### config.mk
export PLATFORM = sky130hd
export DESIGN_NAME = commit_thread_sel
export DESIGN_NICKNAME = d
export VERILOG_FILES = /design/src/rtl/commit_sel_pkg.sv /design/src/rtl/thread_qualify.sv /design/src/rtl/oldest_pick.sv /design/src/rtl/rotate_pick.sv /design/src/rtl/commit_thread_sel.sv
export SDC_FILE = /design/constraint.sdc
export NUM_CORES = 1
export LEC_CHECK = 0
export BUFFER_PORTS_ARGS = -buffer_cell sky130_fd_sc_hd__buf_4
export CORE_MARGIN = 2
export CORE_UTILIZATION = 45
export CTS_BUF_LIST = sky130_fd_sc_hd__clkbuf_16
export DETAILED_ROUTE_END_ITERATION = 10
export GPL_TIMING_DRIVEN = 0
export HOLD_SLACK_MARGIN = 0.12
export PLACE_DENSITY = 0.84
export SYNTH_ARGS = -nofsm -noshare
export SYNTH_HDL_FRONTEND = slang
export SYNTH_SLANG_ARGS = --single-unit
### constraint.sdc
create_clock -name clk_i -period 19.64 [get_ports clk_i]
set_input_delay 3.928 -clock clk_i [delete_from_list [all_inputs] [get_ports clk_i]]
set_output_delay 3.928 -clock clk_i [all_outputs]
set_load 0.005 [all_outputs]
### src/rtl/commit_sel_pkg.sv
package commit_sel_pkg;
  localparam int ST_W = 3;

  typedef enum logic [ST_W-1:0] {
    CS_IDLE       = 3'd0,
    CS_RUNNING    = 3'd1,
    CS_FETCH_TRAP = 3'd2,
    CS_TRAP       = 3'd3,
    CS_SQUASHING  = 3'd4
  } cstat_e;

  typedef enum logic [1:0] {
    POL_GREEDY = 2'd0,
    POL_ROTATE = 2'd1,
    POL_OLDEST = 2'd2,
    POL_SPARE  = 2'd3
  } policy_e;

  // Status whitelist: only these states may retire.
  function automatic logic may_commit(logic [ST_W-1:0] s);
    return (s == CS_IDLE) || (s == CS_RUNNING) || (s == CS_FETCH_TRAP);
  endfunction

  // Unsigned "a strictly older than b".
  function automatic logic seq_older(logic [63:0] a, logic [63:0] b);
    return a < b;
  endfunction
endpackage

### src/rtl/thread_qualify.sv
module thread_qualify
  import commit_sel_pkg::*;
#(
  parameter int NT = 4
) (
  input  logic [NT*ST_W-1:0] status_i,
  input  logic [NT-1:0]      rob_empty_i,
  input  logic [NT-1:0]      head_ready_i,
  output logic [NT-1:0]      elig_o,
  output logic [NT-1:0]      cand_o
);
  for (genvar i = 0; i < NT; i++) begin : g_thr
    assign elig_o[i] = may_commit(status_i[i*ST_W +: ST_W]);
    assign cand_o[i] = elig_o[i] & head_ready_i[i] & ~rob_empty_i[i];
  end
endmodule

### src/rtl/oldest_pick.sv
module oldest_pick
  import commit_sel_pkg::*;
#(
  parameter int NT    = 4,
  parameter int SEQ_W = 32,
  localparam int TID_W = (NT > 1) ? $clog2(NT) : 1
) (
  input  logic                clk_i,
  input  logic                rst_ni,
  input  logic [NT-1:0]       cand_i,
  input  logic [NT*SEQ_W-1:0] seq_i,
  output logic                valid_o,
  output logic [TID_W-1:0]    tid_o
);
  logic [SEQ_W-1:0] best_seq;

  // Compare against the best sequence seen so far; strict less-than
  // keeps the lower index on ties.
  always_comb begin
    valid_o  = 1'b0;
    tid_o    = '0;
    best_seq = '0;
    for (int i = 0; i < NT; i++) begin
      if (cand_i[i] && (!valid_o ||
          seq_older(64'(seq_i[i*SEQ_W +: SEQ_W]), 64'(best_seq)))) begin
        valid_o  = 1'b1;
        tid_o    = TID_W'(i);
        best_seq = seq_i[i*SEQ_W +: SEQ_W];
      end
    end
  end


  oldest_is_cand_chk: assert property (@(posedge clk_i) disable iff (!rst_ni)
    valid_o |-> cand_i[tid_o]);

  oldest_none_chk: assert property (@(posedge clk_i) disable iff (!rst_ni)
    (cand_i == '0) |-> !valid_o);
endmodule

### src/rtl/rotate_pick.sv
module rotate_pick #(
  parameter int NT = 4,
  localparam int TID_W = (NT > 1) ? $clog2(NT) : 1
) (
  input  logic             clk_i,
  input  logic             rst_ni,
  input  logic [NT-1:0]    cand_i,
  input  logic             upd_en_i,
  output logic             valid_o,
  output logic [TID_W-1:0] tid_o
);
  logic [TID_W-1:0] prio_q [NT];
  logic [TID_W-1:0] win_pos;
  logic [NT-1:0]    present;

  always_comb begin
    valid_o = 1'b0;
    tid_o   = '0;
    win_pos = '0;
    for (int p = 0; p < NT; p++) begin
      if (!valid_o && cand_i[prio_q[p]]) begin
        valid_o = 1'b1;
        tid_o   = prio_q[p];
        win_pos = TID_W'(p);
      end
    end
  end

  always_ff @(posedge clk_i or negedge rst_ni) begin
    if (!rst_ni) begin
      for (int p = 0; p < NT; p++) prio_q[p] <= TID_W'(p);
    end else if (upd_en_i) begin
      for (int p = 0; p < NT - 1; p++)
        if (TID_W'(p) >= win_pos) prio_q[p] <= prio_q[p+1];
      prio_q[NT-1] <= tid_o;
    end
  end

  always_comb begin
    present = '0;
    for (int p = 0; p < NT; p++) present[prio_q[p]] = 1'b1;
  end


  list_is_perm_chk: assert property (@(posedge clk_i) disable iff (!rst_ni)
    $countones(present) == NT);

  winner_to_tail_chk: assert property (@(posedge clk_i) disable iff (!rst_ni)
    upd_en_i |=> prio_q[NT-1] == $past(tid_o));
endmodule

### src/rtl/commit_thread_sel.sv
module commit_thread_sel
  import commit_sel_pkg::*;
#(
  parameter int NT    = 4,
  parameter int SEQ_W = 32,
  localparam int TID_W = (NT > 1) ? $clog2(NT) : 1
) (
  input  logic                clk_i,
  input  logic                rst_ni,
  input  logic [1:0]          policy_i,
  input  logic [NT*ST_W-1:0]  status_i,
  input  logic [NT-1:0]       rob_empty_i,
  input  logic [NT-1:0]       head_ready_i,
  input  logic [NT*SEQ_W-1:0] head_seq_i,
  input  logic                commit_i,
  output logic                sel_valid_o,
  output logic [TID_W-1:0]    sel_tid_o
);
  logic [NT-1:0] elig, cand;

  thread_qualify #(.NT(NT)) u_qual (
    .status_i(status_i), .rob_empty_i(rob_empty_i),
    .head_ready_i(head_ready_i), .elig_o(elig), .cand_o(cand)
  );

  if (NT == 1) begin : g_single
    assign sel_valid_o = elig[0];
    assign sel_tid_o   = '0;
  end else begin : g_multi
    logic             use_rot, upd_en;
    logic             rot_valid, old_valid;
    logic [TID_W-1:0] rot_tid, old_tid;

    assign use_rot = (policy_i == POL_ROTATE);
    assign upd_en  = commit_i & use_rot & rot_valid;

    rotate_pick #(.NT(NT)) u_rot (
      .clk_i(clk_i), .rst_ni(rst_ni), .cand_i(cand),
      .upd_en_i(upd_en), .valid_o(rot_valid), .tid_o(rot_tid)
    );

    oldest_pick #(.NT(NT), .SEQ_W(SEQ_W)) u_old (
      .clk_i(clk_i), .rst_ni(rst_ni), .cand_i(cand), .seq_i(head_seq_i),
      .valid_o(old_valid), .tid_o(old_tid)
    );

    assign sel_valid_o = use_rot ? rot_valid : old_valid;
    assign sel_tid_o   = use_rot ? rot_tid   : old_tid;


    sel_ready_chk: assert property (@(posedge clk_i) disable iff (!rst_ni)
      sel_valid_o |-> (head_ready_i[sel_tid_o] && !rob_empty_i[sel_tid_o]));
  end


  sel_whitelist_chk: assert property (@(posedge clk_i) disable iff (!rst_ni)
    sel_valid_o |-> (status_i[sel_tid_o*ST_W +: ST_W] < 3'd3));

  idle_tid_zero_chk: assert property (@(posedge clk_i) disable iff (!rst_ni)
    !sel_valid_o |-> (sel_tid_o == '0));
endmodule

; Word level (Yosys, flattened, before mapping)
; Cells that the tools add are included.
[word_totals]
register_bits = 8
out_inout_bits = 3
word_cells = 98
inputBits = 153
[classes]
n_reduce_logical = 30
muxes = 31
bitwise = 14
eq_ne = 9
n_lt_le_gt_ge = 10
[op_table]
columns = cell, n
row1 = less-than comparator 32 bit, 3
row2 = two-way mux 32 bit, 3
row3 = two-way mux 2 bit, 9
row4 = two-way mux 1 bit, 15
row5 = "equality test 3 x 1 -> 1 bit, second input constant", 4
row6 = "equality test 3 x 2 -> 1 bit, second input constant", 4
row7 = logical NOT 3 bit, 4
row8 = "less-than comparator 2 x 3 -> 1 bit, second input constant", 4
row9 = logical OR 1 bit, 11
row10 = bitwise AND 1 bit, 10
row11 = binary-select mux 1 bit (select 2 bit), 4
row12 = logical AND 1 bit, 6
row13 = logical NOT 1 bit, 6
row14 = AND reduction 2 bit, 3
row15 = "greater-or-equal comparator 1 x 2 -> 1 bit, first input constant", 2
row16 = NOT 1 bit, 4
row17 = "equality test 2 x 1 -> 1 bit, second input constant", 1
row18 = "greater-or-equal comparator 2 bit, first input constant", 1

; Depth between registers and ports, before layout
[depth]
word_depth = 19
depth_mapped = 36
mapped_depth_nobuf = 31

; Cells and area by module
; A second synthesis with hierarchy kept.
[unflattened]
hier_cells = 482
hier_area_um2 = 3903.7
[by_module_without_submodules]
columns = module, seq_area_each_um2, n_inst, cells_per_inst, area_per_inst_um2
row1 = oldest_pick, 0.0, 1, 428, 3203.1
row2 = rotate_pick, 205.2, 1, 41, 564.3
row3 = thread_qualify, 0.0, 1, 8, 70.1
row4 = commit_thread_sel, 0.0, 1, 5, 66.3

; Least setup slack after synthesis
; Ideal clock, no wire load.
[synth_path]
path_kind = input to output
startpoint = input status_i[0]
endpoint = output sel_tid_o[1]
n_path_buf = 5
t_arrival_ns = 10.660
setup_slack_ns = 5.052
cell_stages = 34
t_required_ns = 15.712
path_cell_list = a211oi_2 -> and2_4 -> clkbuf_1 -> clkbuf_1 -> nand2_1 -> ha_1 -> nand4_1 -> nor4_1 -> o311a_1 -> nor2_1 -> a22o_1 -> buf_2 -> buf_2 -> nor2_1 -> a21oi_1 -> ha_1 -> nand4_1 -> nor4_1 -> nand4_1 -> o41a_1 -> a21oi_2 -> o22ai_2 -> buf_6 -> mux2_1 -> ha_1 -> nand4_1 -> nor2_1 -> o2111ai_1 -> nand3_1 -> o22ai_1 -> o21a_1 -> or4_1 -> a211o_1 -> o311a_1
[synth_between]
elab_chain_len = 19
elab_cells_between_ends = 49
cone_classes = order compare (3) / eq/ne (2) / mux (24) / bitwise (2) / reduce/logical (18)
[synth_rtl]
columns = element, line_no
row1 = start: declaration, commit_thread_sel.sv:11  ; input logic [NT*ST_W-1:0] status_i,
row2 = equality test 3 x 1 -> 1 bit or logical NOT 3 bit (tied branches), commit_sel_pkg.sv:21  ; return (s == CS_IDLE) || (s == CS_RUNNING) || (s == CS_FETCH_TRAP);
row3 = logical OR 1 bit, commit_sel_pkg.sv:21
row4 = logical OR 1 bit (*), commit_sel_pkg.sv:21
row5 = bitwise AND 1 bit (*) (2 in series), thread_qualify.sv:14  ; assign cand_o[i] = elig_o[i] & head_ready_i[i] & ~rob_empty_i[i];
row6 = two-way mux 32 bit or two-way mux 1 bit (tied branches), oldest_pick.sv:24  ; if (cand_i[i] && (!valid_o ||
row7 = less-than comparator 32 bit or logical NOT 1 bit (tied branches), "commit_sel_pkg.sv:26, oldest_pick.sv:24"
row8 = logical OR 1 bit, oldest_pick.sv:24
row9 = logical AND 1 bit, oldest_pick.sv:24
row10 = (+2 left out), -
row11 = logical OR 1 bit, oldest_pick.sv:24
row12 = logical AND 1 bit, oldest_pick.sv:24
row13 = two-way mux 32 bit or two-way mux 1 bit (tied branches), oldest_pick.sv:24
row14 = less-than comparator 32 bit or logical NOT 1 bit (tied branches), "commit_sel_pkg.sv:26, oldest_pick.sv:24"
row15 = logical OR 1 bit, oldest_pick.sv:24
row16 = logical AND 1 bit, oldest_pick.sv:24
row17 = two-way mux 2 bit, oldest_pick.sv:24
row18 = two-way mux 2 bit (*), commit_thread_sel.sv:48  ; assign sel_tid_o = use_rot ? rot_tid : old_tid;
row19 = end: declaration, commit_thread_sel.sv:17  ; output logic [TID_W-1:0] sel_tid_o
; Every way passes the cells marked *; elsewhere a longest branch is shown, timed or not. The select of a mux whose other input is x is not followed.

; Worst setup path in the final report
; Same ends and word-level chain as after synthesis.

==> metrics <==
Vert. Die Dim=95.5 um; synth warn=0; port bufs=155; Seq cells post-synth=8; Via density=5.82; Hold Fails Final Rpt=0; Placer Congestion=0.928; Antenna diodes=0; number of synthesized flops with an enable pin=0; Min Hold Slack=516 ps; Die ar.=9120 um^2; detailed-placement wirelength estimate=11100 um; Placed Cells incl. Taps=762; Static Leak=2.41 nW; cts hold-fix bufs=0; Worst Path Required=15710 ps; number of global-route vias before repair=4354; main area contributors after synthesis=ha_1 (31%), a21oi_1 (7.8%), mux2_1 (7.5%), nand2_1 (5.8%), nor2_1 (5.6%); Final setup viols=0; WL/cell=16.6 um; Relative slew margins=33.8%; Fin Setup TNS=0 ps; commonest non-fill, non-tap cells in the layout=buf_4 (156), ha_1 (93), a21oi_1 (59); fraction of registers with async set or reset after synthesis=100%; Top Ports=156; Max Clock Freq=0.0595 GHz; Worst-path clk slew=40 ps; Distinct cells, synth=55; Synth Flop Type=dfstp_2; Post-route DRC=0; Crit Reg-Reg Endpoint=g_multi.u_rot.prio_q[2]$_DFFE_PN0P_; DR pass1 iterations=5; fin cells=766; post-route ant nets=0; Pwr Density=29.7 nW/um^2; Setup crit end kind=output pin; total core area=8180 um^2; GRT Resource Usage Total=27.4%; Synth Cell Area=3770 um^2; Die Width=95.5 um; H-tree depth=1; status=finished clean; r2r setup slk=17510 ps; R2R depth=5; Critical Path Start Type=input pin; Clk Latency, worst-skew pair=240 ps; Initial DRC Count=215; post-CTS resize count=0; hold depth=2; Worst Tran Pin Value=984 ps; CP peak stage delay=890 ps; clk_skew=3.72 ps; largest net degree at the start of global routing=11; Max Cap Viol=0; mean post-synth cell area=7.51 um^2; vias=4457; Peak VDD IR=0.0466 mV; Synth area leader=ha_1; Core Rows=33; Root Driver=clkbuf_16; Hold Startpoint=g_multi.u_rot.prio_q[0]$_DFFE_PN1P_; fin crit period=16810 ps; Syn-to-layout area delta=36.5%; top-area cell type share of the netlist area=30.9%; first-pass GRT wire length=19700 um; Mapped Cells=502; crit share post-route=85.6%; worst reg2reg path startpoint=g_multi.u_rot.prio_q[7]$_DFFE_PN0P_; Data arrival, critical path=12880 ps; most common cell after layout, fill and taps aside=buf_4; largest registers=g_multi.u_rot.prio_q: 8 flops; Crit Path Category=in -> out; register area share after synthesis=5.44%; Slew Limit Fails=0; Net Count, Synth=748; setup bufs post-CTS=0; CP max-delay cell=nor4_1; Tightest Hold Check Type=reg -> reg; final WL=12700 um; Worst Path Max Fanout=10; initial core utilization=46.1%; Num CTS Buffers=3; share of layout cells above drive strength 1=29.5%; Clock Path Buffers=2; TritonCTS clock tree=done; Top reg by flops=g_multi.u_rot.prio_q; nets=908; Core Util, Final=62.9%; initial antenna violation count=0; Min-Delay Endpoint=g_multi.u_rot.prio_q[0]$_DFFE_PN1P_; Largest register FFs=8; gr ovfl total=0; clk sinks=8; RSZ-0062 raised after global routing=false
==> per-layer routing <==
| metal | routed length, um | vias up | track usage (%) |
|---|---|---|---|
| met4 | 423 | 0 | 10.4 |
| met1 | 5300 | 2021 | 33.3 |
| met3 | 1080 | 31 | 4.11 |
| met2 | 5930 | 198 | 48.5 |
| met5 | 0 | - | 0 |
| li1 | - | 2207 | - |
==> critical path: cells and delay by family <==
kind	cells	cell delay, ps
AO/OA/AOI/OAI	14	3230
adder cells (fa/ha/maj)	3	920
buffers and inverters	7	1670
multiplexers	1	300
AND/OR/NAND/NOR	12	2820
==> cell type report <==
| type | instances | area [um^2] |
|---|---|---|
| multi-input combinational | 443 | 3340 |
| fill | 764 | 3030 |
| timing repair buffer | 155 | 1160 |
| sequential | 8 | 205 |
| tap | 105 | 131 |
| inverter | 34 | 128 |
| buffer | 17 | 97.6 |
| clock buffer | 3 | 75.1 |
| clock inverter | 1 | 3.75 |
==> worst max-delay path by stage <==
stage / startpoint / end / slack [ps] / cells after the start
finish: status_i[0] / sel_tid_o[1] / 2830 / 37
global route: status_i[0] / sel_tid_o[1] / 2360 / 37
CTS: status_i[0] / sel_tid_o[1] / 2980 / 37
detailed placement: status_i[0] / sel_tid_o[1] / 3020 / 37
global placement: status_i[0] / sel_tid_o[1] / 3210 / 37
floorplan: status_i[0] / sel_tid_o[1] / 5050 / 34
==> logic make-up (layout without fill, tap and decap cells) <==
family / count (synthesis) / in the layout / synth area share (%)
mux: 42 / 42 / 14.1
compound gates: 137 / 137 / 23.2
flops: 8 / 8 / 5.44
buf+inv: 51 / 210 / 5.98
fa+ha+maj: 93 / 93 / 30.9
simple gates: 171 / 171 / 20.4
==> power breakdown <==
group,internal [mW],switching (mW),total [mW],leakage (nW)
combinational,0.0511,0.0482,0.0993,2.27
clock,0.0266,0.00884,0.0354,0.0423
sequential,0.0174,0.000591,0.0180,0.0971
==> stage by stage <==
stage | worst slack (ps) | power, mW | cell area, um^2
final | 2830 | 0.153 | 5140
after global routing | 2360 | 0.166 | 5140
after global placement | 3210 | 0.113 | 5060
after floorplan | 5050 | 0.0718 | 3770
after detailed placement | 3020 | 0.116 | 5060
after CTS | 2980 | 0.153 | 5140
==> cell usage after synthesis, types with 6 or more instances <==
cell type / count
clkbuf_1: 6
nor4_1: 6
mux2_1: 25
o21ai_0: 20
inv_1: 34
o211ai_1: 6
a211oi_1: 8
ha_1: 93
nor3_1: 7
mux2_2: 9
buf_2: 6
a21oi_1: 59
o21a_1: 7
nand4_1: 17
nand2_1: 58
nor2_1: 56
nand3_1: 13
Power figures use the tool's default switching activity.
